File: config.mk
export PLATFORM = sky130hd
export DESIGN_NAME = adc_scan_seq
export DESIGN_NICKNAME = d
export VERILOG_FILES = /design/src/rtl/adc_scan_pkg.sv /design/src/rtl/adc_clk_div.sv /design/src/rtl/adc_seq_fsm.sv /design/src/rtl/adc_result_bank.sv /design/src/rtl/adc_scan_seq.sv
export SDC_FILE = /design/constraint.sdc
export NUM_CORES = 1
export LEC_CHECK = 0
export ABC_AREA = 1
export BUFFER_PORTS_ARGS = -buffer_cell sky130_fd_sc_hd__buf_2
export CAP_MARGIN = 20
export CELL_PAD_IN_SITES_DETAIL_PLACEMENT = 1
export CELL_PAD_IN_SITES_GLOBAL_PLACEMENT = 1
export CORE_UTILIZATION = 46
export DETAILED_ROUTE_END_ITERATION = 8
export HOLD_SLACK_MARGIN = 0.02
export PLACE_DENSITY = 0.81
export SLEW_MARGIN = 0
export SYNTH_ARGS = -nofsm -noshare
export SYNTH_HDL_FRONTEND = slang
export SYNTH_SLANG_ARGS = --single-unit
File: constraint.sdc
create_clock -name clk -period 5.7 [get_ports clk]
set_input_delay 0.855 -clock clk [delete_from_list [all_inputs] [get_ports clk]]
set_output_delay 0.855 -clock clk [all_outputs]
set_load 0.01 [all_outputs]
File: src/rtl/adc_scan_pkg.sv
package adc_scan_pkg;

  typedef enum logic [1:0] {
    ST_IDLE = 2'd0,
    ST_ARM  = 2'd1,
    ST_CONV = 2'd2
  } seq_state_t;

endpackage

File: src/rtl/adc_clk_div.sv
module adc_clk_div #(
  parameter int DIV_W = 4
) (
  input  logic             clk,
  input  logic             rst_n,
  input  logic [DIV_W-1:0] div_code,
  output logic             clk_en
);
  localparam int CNT_W = (1 << DIV_W) - 1;
  localparam logic [DIV_W-1:0] CODE_MAX = {DIV_W{1'b1}};

  logic [CNT_W-1:0] cnt_q, cnt_d;
  logic [DIV_W-1:0] code_eff;
  logic [DIV_W:0]   shamt;
  logic [CNT_W-1:0] mask;

  always_comb begin
    // reserved top code falls back to the next lower one
    code_eff = (div_code == CODE_MAX) ? CODE_MAX - DIV_W'(1) : div_code;
    shamt    = {1'b0, code_eff} + (DIV_W+1)'(1);
    mask     = ~({CNT_W{1'b1}} << shamt);
    cnt_d    = cnt_q + CNT_W'(1);
    clk_en   = ((cnt_q & mask) == mask);
  end

  always_ff @(posedge clk or negedge rst_n) begin
    if (!rst_n) cnt_q <= '0;
    else        cnt_q <= cnt_d;
  end

  assert_tick_spacing_R6: assert property (@(posedge clk) disable iff (!rst_n)
    clk_en |=> !clk_en);

endmodule

File: src/rtl/adc_seq_fsm.sv
module adc_seq_fsm
  import adc_scan_pkg::*;
#(
  parameter int CH_W  = 3,
  parameter int DIV_W = 4
) (
  input  logic             clk,
  input  logic             rst_n,
  input  logic             cfg_we,
  input  logic [CH_W-1:0]  cfg_first,
  input  logic [CH_W-1:0]  cfg_last,
  input  logic             cfg_repeat,
  input  logic [DIV_W-1:0] cfg_div,
  input  logic             go,
  input  logic             halt,
  input  logic             conv_done,
  output logic             busy,
  output logic             conv_req,
  output logic [CH_W-1:0]  conv_sel,
  output logic [DIV_W-1:0] div_code,
  output logic             capture,
  output logic             capture_last
);
  seq_state_t       state_q, state_d;
  logic [CH_W-1:0]  ch_q, ch_d;
  logic [CH_W-1:0]  first_q, first_d, last_q, last_d;
  logic             rep_q, rep_d, halt_q, halt_d;
  logic [DIV_W-1:0] div_q, div_d;
  logic             at_last;

  always_comb begin
    state_d = state_q;
    ch_d    = ch_q;
    halt_d  = halt_q;
    first_d = first_q;
    last_d  = last_q;
    rep_d   = rep_q;
    div_d   = div_q;
    at_last = (ch_q == last_q);
    capture      = (state_q == ST_CONV) && conv_done;
    capture_last = capture && at_last;

    if (state_q == ST_IDLE && cfg_we) begin
      first_d = cfg_first;
      last_d  = cfg_last;
      rep_d   = cfg_repeat;
      div_d   = cfg_div;
    end

    if (state_q != ST_IDLE && halt) halt_d = 1'b1;

    case (state_q)
      ST_IDLE: begin
        if (go) begin
          state_d = ST_ARM;
          ch_d    = first_q;
          halt_d  = 1'b0;
        end
      end
      ST_ARM:  state_d = ST_CONV;
      ST_CONV: begin
        if (conv_done) begin
          if (halt_q || (at_last && !rep_q)) begin
            state_d = ST_IDLE;
            halt_d  = 1'b0;
          end else begin
            state_d = ST_ARM;
            ch_d    = at_last ? first_q : ch_q + CH_W'(1);
          end
        end
      end
      default: state_d = ST_IDLE;
    endcase
  end

  always_ff @(posedge clk or negedge rst_n) begin
    if (!rst_n) begin
      state_q <= ST_IDLE;
      ch_q    <= '0;
      halt_q  <= 1'b0;
      first_q <= '0;
      last_q  <= '0;
      rep_q   <= 1'b0;
      div_q   <= '0;
    end else begin
      state_q <= state_d;
      ch_q    <= ch_d;
      halt_q  <= halt_d;
      first_q <= first_d;
      last_q  <= last_d;
      rep_q   <= rep_d;
      div_q   <= div_d;
    end
  end

  assign busy     = (state_q != ST_IDLE);
  assign conv_req = (state_q == ST_CONV);
  assign conv_sel = ch_q;
  assign div_code = div_q;

  assert_cfg_frozen_R9: assert property (@(posedge clk) disable iff (!rst_n)
    (state_q != ST_IDLE) |=> ($stable(first_q) && $stable(last_q) && $stable(rep_q) && $stable(div_q)));

  assert_req_held_R10: assert property (@(posedge clk) disable iff (!rst_n)
    (conv_req && !conv_done) |=> (conv_req && $stable(conv_sel)));

  assert_req_gap_R10: assert property (@(posedge clk) disable iff (!rst_n)
    (conv_req && conv_done) |=> !conv_req);

  assert_first_ch_R2: assert property (@(posedge clk) disable iff (!rst_n)
    (state_q == ST_ARM && $past(state_q) == ST_IDLE) |-> (ch_q == first_q));

endmodule

File: src/rtl/adc_result_bank.sv
module adc_result_bank #(
  parameter int CH_W   = 3,
  parameter int DATA_W = 10
) (
  input  logic              clk,
  input  logic              rst_n,
  input  logic              capture,
  input  logic              capture_last,
  input  logic [CH_W-1:0]   wr_ch,
  input  logic [DATA_W-1:0] wr_data,
  input  logic [CH_W-1:0]   rd_ch,
  input  logic              rd_ack,
  input  logic              ovr_clr,
  output logic              res_valid,
  output logic [CH_W-1:0]   res_ch,
  output logic [DATA_W-1:0] res_data,
  output logic              scan_done,
  output logic [DATA_W-1:0] rd_data,
  output logic [CH_W-1:0]   rd_tag,
  output logic              ovr_flag
);
  localparam int NCH = 1 << CH_W;

  logic [NCH-1:0][DATA_W-1:0] data_q, data_d;
  logic [NCH-1:0][CH_W-1:0]   tag_q, tag_d;
  logic [NCH-1:0]             unread_q, unread_d;
  logic                       ovr_q, ovr_d;
  logic                       vld_q, done_q;
  logic [CH_W-1:0]            rch_q;
  logic [DATA_W-1:0]          rdat_q;

  always_comb begin
    data_d   = data_q;
    tag_d    = tag_q;
    unread_d = unread_q;
    for (int i = 0; i < NCH; i++) begin
      if (rd_ack && rd_ch == CH_W'(i)) unread_d[i] = 1'b0;
      if (capture && wr_ch == CH_W'(i)) begin
        data_d[i]   = wr_data;
        tag_d[i]    = wr_ch;
        unread_d[i] = 1'b1;
      end
    end
    ovr_d = (capture && unread_q[wr_ch]) || (ovr_q && !ovr_clr);
  end

  always_ff @(posedge clk or negedge rst_n) begin
    if (!rst_n) begin
      data_q   <= '0;
      tag_q    <= '0;
      unread_q <= '0;
      ovr_q    <= 1'b0;
      vld_q    <= 1'b0;
      done_q   <= 1'b0;
      rch_q    <= '0;
      rdat_q   <= '0;
    end else begin
      data_q   <= data_d;
      tag_q    <= tag_d;
      unread_q <= unread_d;
      ovr_q    <= ovr_d;
      vld_q    <= capture;
      done_q   <= capture_last;
      if (capture) begin
        rch_q  <= wr_ch;
        rdat_q <= wr_data;
      end
    end
  end

  assign res_valid = vld_q;
  assign res_ch    = rch_q;
  assign res_data  = rdat_q;
  assign scan_done = done_q;
  assign rd_data   = data_q[rd_ch];
  assign rd_tag    = tag_q[rd_ch];
  assign ovr_flag  = ovr_q;

  assert_ovr_cause_R8: assert property (@(posedge clk) disable iff (!rst_n)
    $rose(ovr_q) |-> $past(capture));

  assert_done_with_valid_R4: assert property (@(posedge clk) disable iff (!rst_n)
    scan_done |-> res_valid);

endmodule

File: src/rtl/adc_scan_seq.sv
module adc_scan_seq #(
  parameter int CH_W   = 3,
  parameter int DATA_W = 10,
  parameter int DIV_W  = 4
) (
  input  logic              clk,
  input  logic              rst_n,
  input  logic              cfg_we,
  input  logic [CH_W-1:0]   cfg_first_ch,
  input  logic [CH_W-1:0]   cfg_last_ch,
  input  logic              cfg_repeat,
  input  logic [DIV_W-1:0]  cfg_div_code,
  input  logic              scan_go,
  input  logic              scan_halt,
  output logic              conv_clk_en,
  output logic [CH_W-1:0]   conv_sel,
  output logic              conv_req,
  input  logic              conv_done,
  input  logic [DATA_W-1:0] conv_data,
  output logic              res_valid,
  output logic [CH_W-1:0]   res_ch,
  output logic [DATA_W-1:0] res_data,
  output logic              scan_done,
  input  logic [CH_W-1:0]   rd_ch,
  input  logic              rd_ack,
  output logic [DATA_W-1:0] rd_data,
  output logic [CH_W-1:0]   rd_tag,
  output logic              ovr_flag,
  input  logic              ovr_clr,
  output logic              busy
);
  logic [1:0]       rst_sync_q;
  logic             rst_int_n;
  logic [DIV_W-1:0] div_code;
  logic             capture, capture_last;

  // asynchronous assertion, synchronous release
  always_ff @(posedge clk or negedge rst_n) begin
    if (!rst_n) rst_sync_q <= 2'b00;
    else        rst_sync_q <= {rst_sync_q[0], 1'b1};
  end
  assign rst_int_n = rst_sync_q[1];

  adc_seq_fsm #(.CH_W(CH_W), .DIV_W(DIV_W)) u_fsm (
    .clk(clk), .rst_n(rst_int_n),
    .cfg_we(cfg_we), .cfg_first(cfg_first_ch), .cfg_last(cfg_last_ch),
    .cfg_repeat(cfg_repeat), .cfg_div(cfg_div_code),
    .go(scan_go), .halt(scan_halt), .conv_done(conv_done),
    .busy(busy), .conv_req(conv_req), .conv_sel(conv_sel),
    .div_code(div_code), .capture(capture), .capture_last(capture_last)
  );

  adc_clk_div #(.DIV_W(DIV_W)) u_div (
    .clk(clk), .rst_n(rst_int_n), .div_code(div_code), .clk_en(conv_clk_en)
  );

  adc_result_bank #(.CH_W(CH_W), .DATA_W(DATA_W)) u_bank (
    .clk(clk), .rst_n(rst_int_n),
    .capture(capture), .capture_last(capture_last),
    .wr_ch(conv_sel), .wr_data(conv_data),
    .rd_ch(rd_ch), .rd_ack(rd_ack), .ovr_clr(ovr_clr),
    .res_valid(res_valid), .res_ch(res_ch), .res_data(res_data),
    .scan_done(scan_done), .rd_data(rd_data), .rd_tag(rd_tag),
    .ovr_flag(ovr_flag)
  );

endmodule

---- Word level (Yosys, flattened, before mapping) ----
Index checks and enable logic that the tools add are counted.
Widths: inputs -> output; s select.
storage, ports and cells
  input bits .............................. 32
  output and inout bits ................... 35
  register bits after elaboration ......... 162
  logic and storage cells ................. 147
operators by class
  $lt $le $gt $ge ......................... 2
  muxes and demuxes ....................... 37
  reductions and logical operators ........ 42
  eq/ne operators ......................... 22
  $add $sub $neg .......................... 3
  bitwise gates (word level) .............. 2
  shift-type cells ........................ 1
operators by type and width
  operator               count
  $bmux 10 s3            1
  $eq 3x3->1 const B     8
  $logic_and 1x1->1      23
  $mux 1                 22
  $reduce_bool 2->1      10
  $add 15x1->15 const B  1
  $and 15x15->15         1
  $eq 15x15->1           1
  $mux 3                 5
  $not 15->15            1
  $shl 15x5->15 const A  1
  $eq 3x2->1 const B     4
  $mux 10                1
  $bmux 3 s3             1
  $lt 3x4->1 const B     2
  $eq 3x1->1 const B     2
  $logic_not 3->1        2
  $pmux 2 s3             1
  $pmux 3 s2             1
  $add 4x1->5 const B    1
  $eq 4x4->1 const B     1
  $mux 2                 2
  $mux 4                 1
  $ne 2x2->1 const B     2
  12 further kinds       14

---- Longest topological paths before layout ----
  depth after elaboration ................. 7
  mapped depth ............................ 13
  mapped depth without buffers ............ 13

---- Hierarchy ----
From an unflattened synthesis, not the netlist that was laid out.
second synthesis, totals
  cells, all modules ...................... 874
  area total of the unflattened synthesis .. 7539.7 um^2
modules (own cells, without submodules)
  module           cells an instance  times used  seq. area each (um^2)  area an instance (um^2)
  adc_result_bank  649                1           3203.1                 5644.2
  adc_clk_div      129                1           375.4                  965.9
  adc_seq_fsm      93                 1           425.4                  875.8
  adc_scan_seq     3                  1           50.0                   53.8

---- Worst setup path before layout ----
Ideal clock, no wire load.
  path kind ............................... input to output
  start ................................... input rd_ch[0]
  end ..................................... output rd_data[2]
  required time ........................... 4.845 ns
  setup slack ............................. 2.993 ns
  cell stages on the path ................. 5
  path buffers ............................ 2
  arrival ................................. 1.852 ns
  cell sequence ........................... buf_4 nor2_2 clkbuf_1 a22oi_1 a31oi_1
on the way
  word-level cells in the longest chain between the ends .. 2
RTL lines
  element                        RTL line               RTL
  start: declaration             adc_scan_seq.sv:24     input logic [CH_W-1:0] rd_ch,
  $bmux 10 s3                    adc_result_bank.sv:75  assign rd_data = data_q[rd_ch];
  $mux 10 (implied by the code)  adc_result_bank.sv:75
  end: declaration               adc_scan_seq.sv:26     output logic [DATA_W-1:0] rd_data,
No other way between the ends. The select of a mux whose other input is x is not followed.

---- Worst setup path in the final report ----
  start ................................... input rd_ch[0]
  end ..................................... output rd_data[9]
The elaborated chain is that of the path after synthesis.

==> results by stage <==
Synthesis:
- Averaged over all synthesized cells, the footprint is 9.12 sq um.
- For this run, the leading register cell type out of synthesis is sky130_fd_sc_hd__dfrtp_1.
- The sequential fraction of the synthesis area is 54.7%.
- The share of cell area taken by muxes after synthesis is 0.912%.
- The synthesized netlist devotes 18.9% of its cell area to simple gates.
- The fraction of the mapped netlist area in compound gates is 15.6%.
- Summed over all instances, the cell type with the most area after synthesis is sky130_fd_sc_hd__dfrtp_1.
- After synthesis, the largest family of logic cells by area is simple AND/OR/NAND/NOR gates.
- Of the total synthesized cell area, the portion taken by XOR and XNOR cells is 1.54%.
- The synthesized cell area is 7410 sq um.
- After synthesis, the netlist uses 40 different library cells.
- Counting flops with a built-in enable in the synthesized netlist gives 0.
- The net count of the mapped netlist is 854.
- The cell count after synthesis is 812.
- The portion of synthesized cell area occupied by the leading cell type is 54.7%.
- In the post-synthesis netlist, the biggest area contributors are sky130_fd_sc_hd__dfrtp_1 55%, sky130_fd_sc_hd__nand2_1 12%, sky130_fd_sc_hd__o21ai_0 6.2%.
- The synthesized flop and latch total is 162.
- The adder-cell share of the synthesized area is 1.69%.
- The number of warning messages in the yosys log is 0.
- The fraction of synthesis flops using an asynchronous set or reset pin is 100%.

Cells and area:
- Leaving out fill and tap cells, the most frequent cells in the layout are 245 x sky130_fd_sc_hd__nand2_1, 161 x sky130_fd_sc_hd__dfrtp_1, 92 x sky130_fd_sc_hd__o21ai_0.
- The layout overhead on the synthesized area is 13.2%.
- The number of cells in the finished layout apart from fillers is 1093.
- The leading cell type in the layout, fill and taps excluded is sky130_fd_sc_hd__nand2_1.
- The number of antenna diodes in the final layout is 0.
- The fraction of layout cells with a size suffix above 1 is 17.3%.
- For this run, the post-layout net count is 907.
- Summing all non-filler instances in the final layout gives an area of 8380 sq um.
- The post-layout utilization of the core is 53.0%.

Floorplan:
- The number of primary I/O pins is 67.
- The core region area is 15800 sq um.
- The floorplan step set the die width to 129 um.
- The effective utilization at floorplan is 46.8%.
- The die is 129 um tall.
- The die area is 16600 sq um.
- The initialized floorplan defines 46 standard-cell rows.

Global route:
- The first global-routing pass estimated 33100 um of wire.
- The number of global-route vias before repair is 6386.
- The aggregate global-route resource usage is 26.4%.
- The number of antenna violations at the first check in global routing is 0.
- The pin count of the biggest net entering global routing is 68.
- The total overflow left after global routing is 0.

Status:
- The run finished with clean final reports.

Place:
- The congestion estimate from routability-driven global placement came to 0.857.
- The worst slack after detailed placement is 1.98 ns.
- The cell total after placement is 1061.
- The post-detailed-placement cell area is 7800 sq um.
- The count of buffers added on input and output ports is 66.
- The estimated wirelength of the detail-placed design is 12800 um.

Timing:
- Across the routed clock network, the largest skew measured is 0.00787 ns.
- Static timing analysis puts the maximum clock frequency at 0.273 GHz.
- The final-report max-slew violation count is 0.
- Setup repair after global routing left no endpoint under its margin.
- The hold violation count in the final report is 0.
- For the final routed database, the setup TNS stands at 0 ns.
- At the pin with the least slew margin, the transition time is 0.872 ns.
- Of the available clock period, the critical path in the final layout requires 64.2%.
- The worst pin sits at a relative slew slack of 41.8%.
- Setup slack on the critical path of the routed design comes to 2.04 ns.
- The routed design could run at a clock period as short as 3.66 ns.
- The count of endpoints failing setup in the final report is 0.

Worst setup path:
- The type of destination of the critical path is an output port.
- STA puts the critical path data arrival time at 2.81 ns.
- The worst path required time is 4.85 ns.
- The number of cells on the worst reg-to-reg path is 5.
- The slowest cell on the critical path is sky130_fd_sc_hd__inv_1.
- In this run the worst path has a maximum fanout of 20.
- In this run the critical register-to-register path is launched from u_fsm.conv_sel[0]$_DFFE_PN0P_.
- The worst setup path is launched from an input pin.
- The biggest cell delay along the critical path is 0.66 ns.
- The type of the setup path with the least slack is input pin to output port.
- Traced cell by cell, the critical path runs through buf_2 -> inv_2 -> nand2_1 -> inv_1 -> nand2_1 -> nand4_1 -> nor2_1 -> a31oi_1 -> buf_2.
- The critical register-to-register path endpoint is u_bank.tag_q[19]$_DFFE_PN0P_.
- The setup slack on the worst flop-to-flop path is 3.59 ns.

Clock network:
- CTS saw 162 sinks.
- The number of buffers created by CTS is 17.
- The root buffer cell is sky130_fd_sc_hd__clkbuf_16.
- The maximum level of the CTS H-tree is 4.
- After clock tree synthesis, the clock-pin slew on the worst setup and hold paths is 0.06 ns.
- The number of buffers between clock root and the deepest sink is 2.
- The number of post-CTS setup repair buffers is 0.
- For the worst-skew pair, the clock arrives at the later sink with an insertion delay of 0.42 ns.
- TritonCTS built the clock tree.
- For this design, the CTS-stage hold fixing added 0 buffers.
- Gates resized during post-CTS repair numbered 0.

Pwr:
- The cell leakage power is 4.24 nW.
- In this run the power density over the cells is 503 nW/um^2.
- The worst-case IR drop observed on VDD is 0.249 mV.

Job:
- The number of max-capacitance violations reported is 0.

Routing:
- The total wire length is 19700 um.
- The wire length per cell is 18.1 um.
- The via count is 5921.
- For this run, design rule violations remaining after detail routing come to 0.
- The number of nets with antenna violations after detailed routing is 0.
- The iteration count of the initial detailed-routing pass is 5.
- The DRC marker count from the first detailed-route iteration is 319.
- In the routed layout, each cell is associated on average with a via count of 5.42.

Hold path:
- The class of the most critical hold timing path is input pin to async pin.
worst max path at each step:
stage               slack (ns)                           from                           end
finish                    2.04                       rd_ch[0]                    rd_data[9]
floorplan                 0.85        rst_sync_q[1]$_DFF_PN0_  u_bank.data_q[0]$_DFFE_PN0P_
global placement          2.03                       rd_ch[0]                     rd_tag[2]
detailed placement        1.98                       rd_ch[0]                     rd_tag[2]
global route              1.90  u_fsm.div_code[2]$_DFFE_PN0P_                   conv_clk_en
CTS                       1.94                       rd_ch[0]                     rd_tag[2]
cells in the mapped netlist (all sizes together), types with 6 or more instances:
cell type / n
ha: 10
mux2: 6
inv: 61
nor2: 37
a31oi: 7
nand2: 255
clkbuf: 12
a22oi: 18
nand4: 9
buf: 24
nand3: 24
dfrtp: 162
a21oi: 20
xor2: 8
o21ai: 134
kinds of logic after synthesis:
logic type	count (synthesis)
adder cells (fa/ha/maj)	10
XOR/XNOR	13
AND/OR/NAND/NOR	330
multiplexers	6
flip-flops	162
buffers and inverters	98
other	1
AO/OA/AOI/OAI	192
registers in the layout, indices dropped and copies added (netlist names), 2 cells and up:
| name | count |
|---|---|
| u_fsm.conv_sel | 3 |
| u_bank.tag_q | 24 |
| u_fsm.last_q | 3 |
| u_div.cnt_q | 15 |
| u_fsm.state_q | 2 |
| u_fsm.div_code | 4 |
| rst_sync_q | 2 |
| u_bank.unread_q | 8 |
| u_bank.res_ch | 3 |
| u_fsm.first_q | 3 |
| u_bank.res_data | 10 |
| u_bank.data_q | 80 |
where the power goes:
part	switching (W)	total, W	internal (W)	leakage [nW]
combinational	0.000768	0.00124	0.000473	1.86
sequential	0.000276	0.00185	0.00157	2.09
clock	0.000442	0.00113	0.000688	0.284
total	0.00149	0.00422	0.00273	4.24
stage by stage:
stage / hold slack [ns] / total power (W)
2_1_floorplan: 0.331 / 0.00270
6_report: 0.209 / 0.00422
5_1_grt: 0.188 / 0.00452
4_1_cts: 0.195 / 0.00426
3_3_place_gp: 0.259 / 0.00298
3_5_place_dp: 0.274 / 0.00309
layer usage:
layer / vias up / wire (um) / track usage, %
li1: 2767 / - / -
met1: 3009 / 8200 / 31.9
met2: 121 / 10500 / 47.5
met3: 24 / 782 / 5.86
met4: 0 / 265 / 6.99
met5: - / 0 / 0
area by class of cell:
| class | instances | area, sq um |
|---|---|---|
| Fill cell | 1876 | 7440 |
| Sequential cell | 162 | 4060 |
| Multi-Input combinational cell | 552 | 2870 |
| Clock buffer | 26 | 499 |
| Timing Repair Buffer | 70 | 372 |
| Tap cell | 216 | 270 |
| Inverter | 62 | 240 |
| Clock inverter | 5 | 75.1 |
critical path, delay by kind of cell:
kind	cells	cell delay, ns
buf+inv	4	1.18
simple gates	4	0.52
compound gates	1	0.24
No activity file was read; power rests on OpenSTA's default activity.
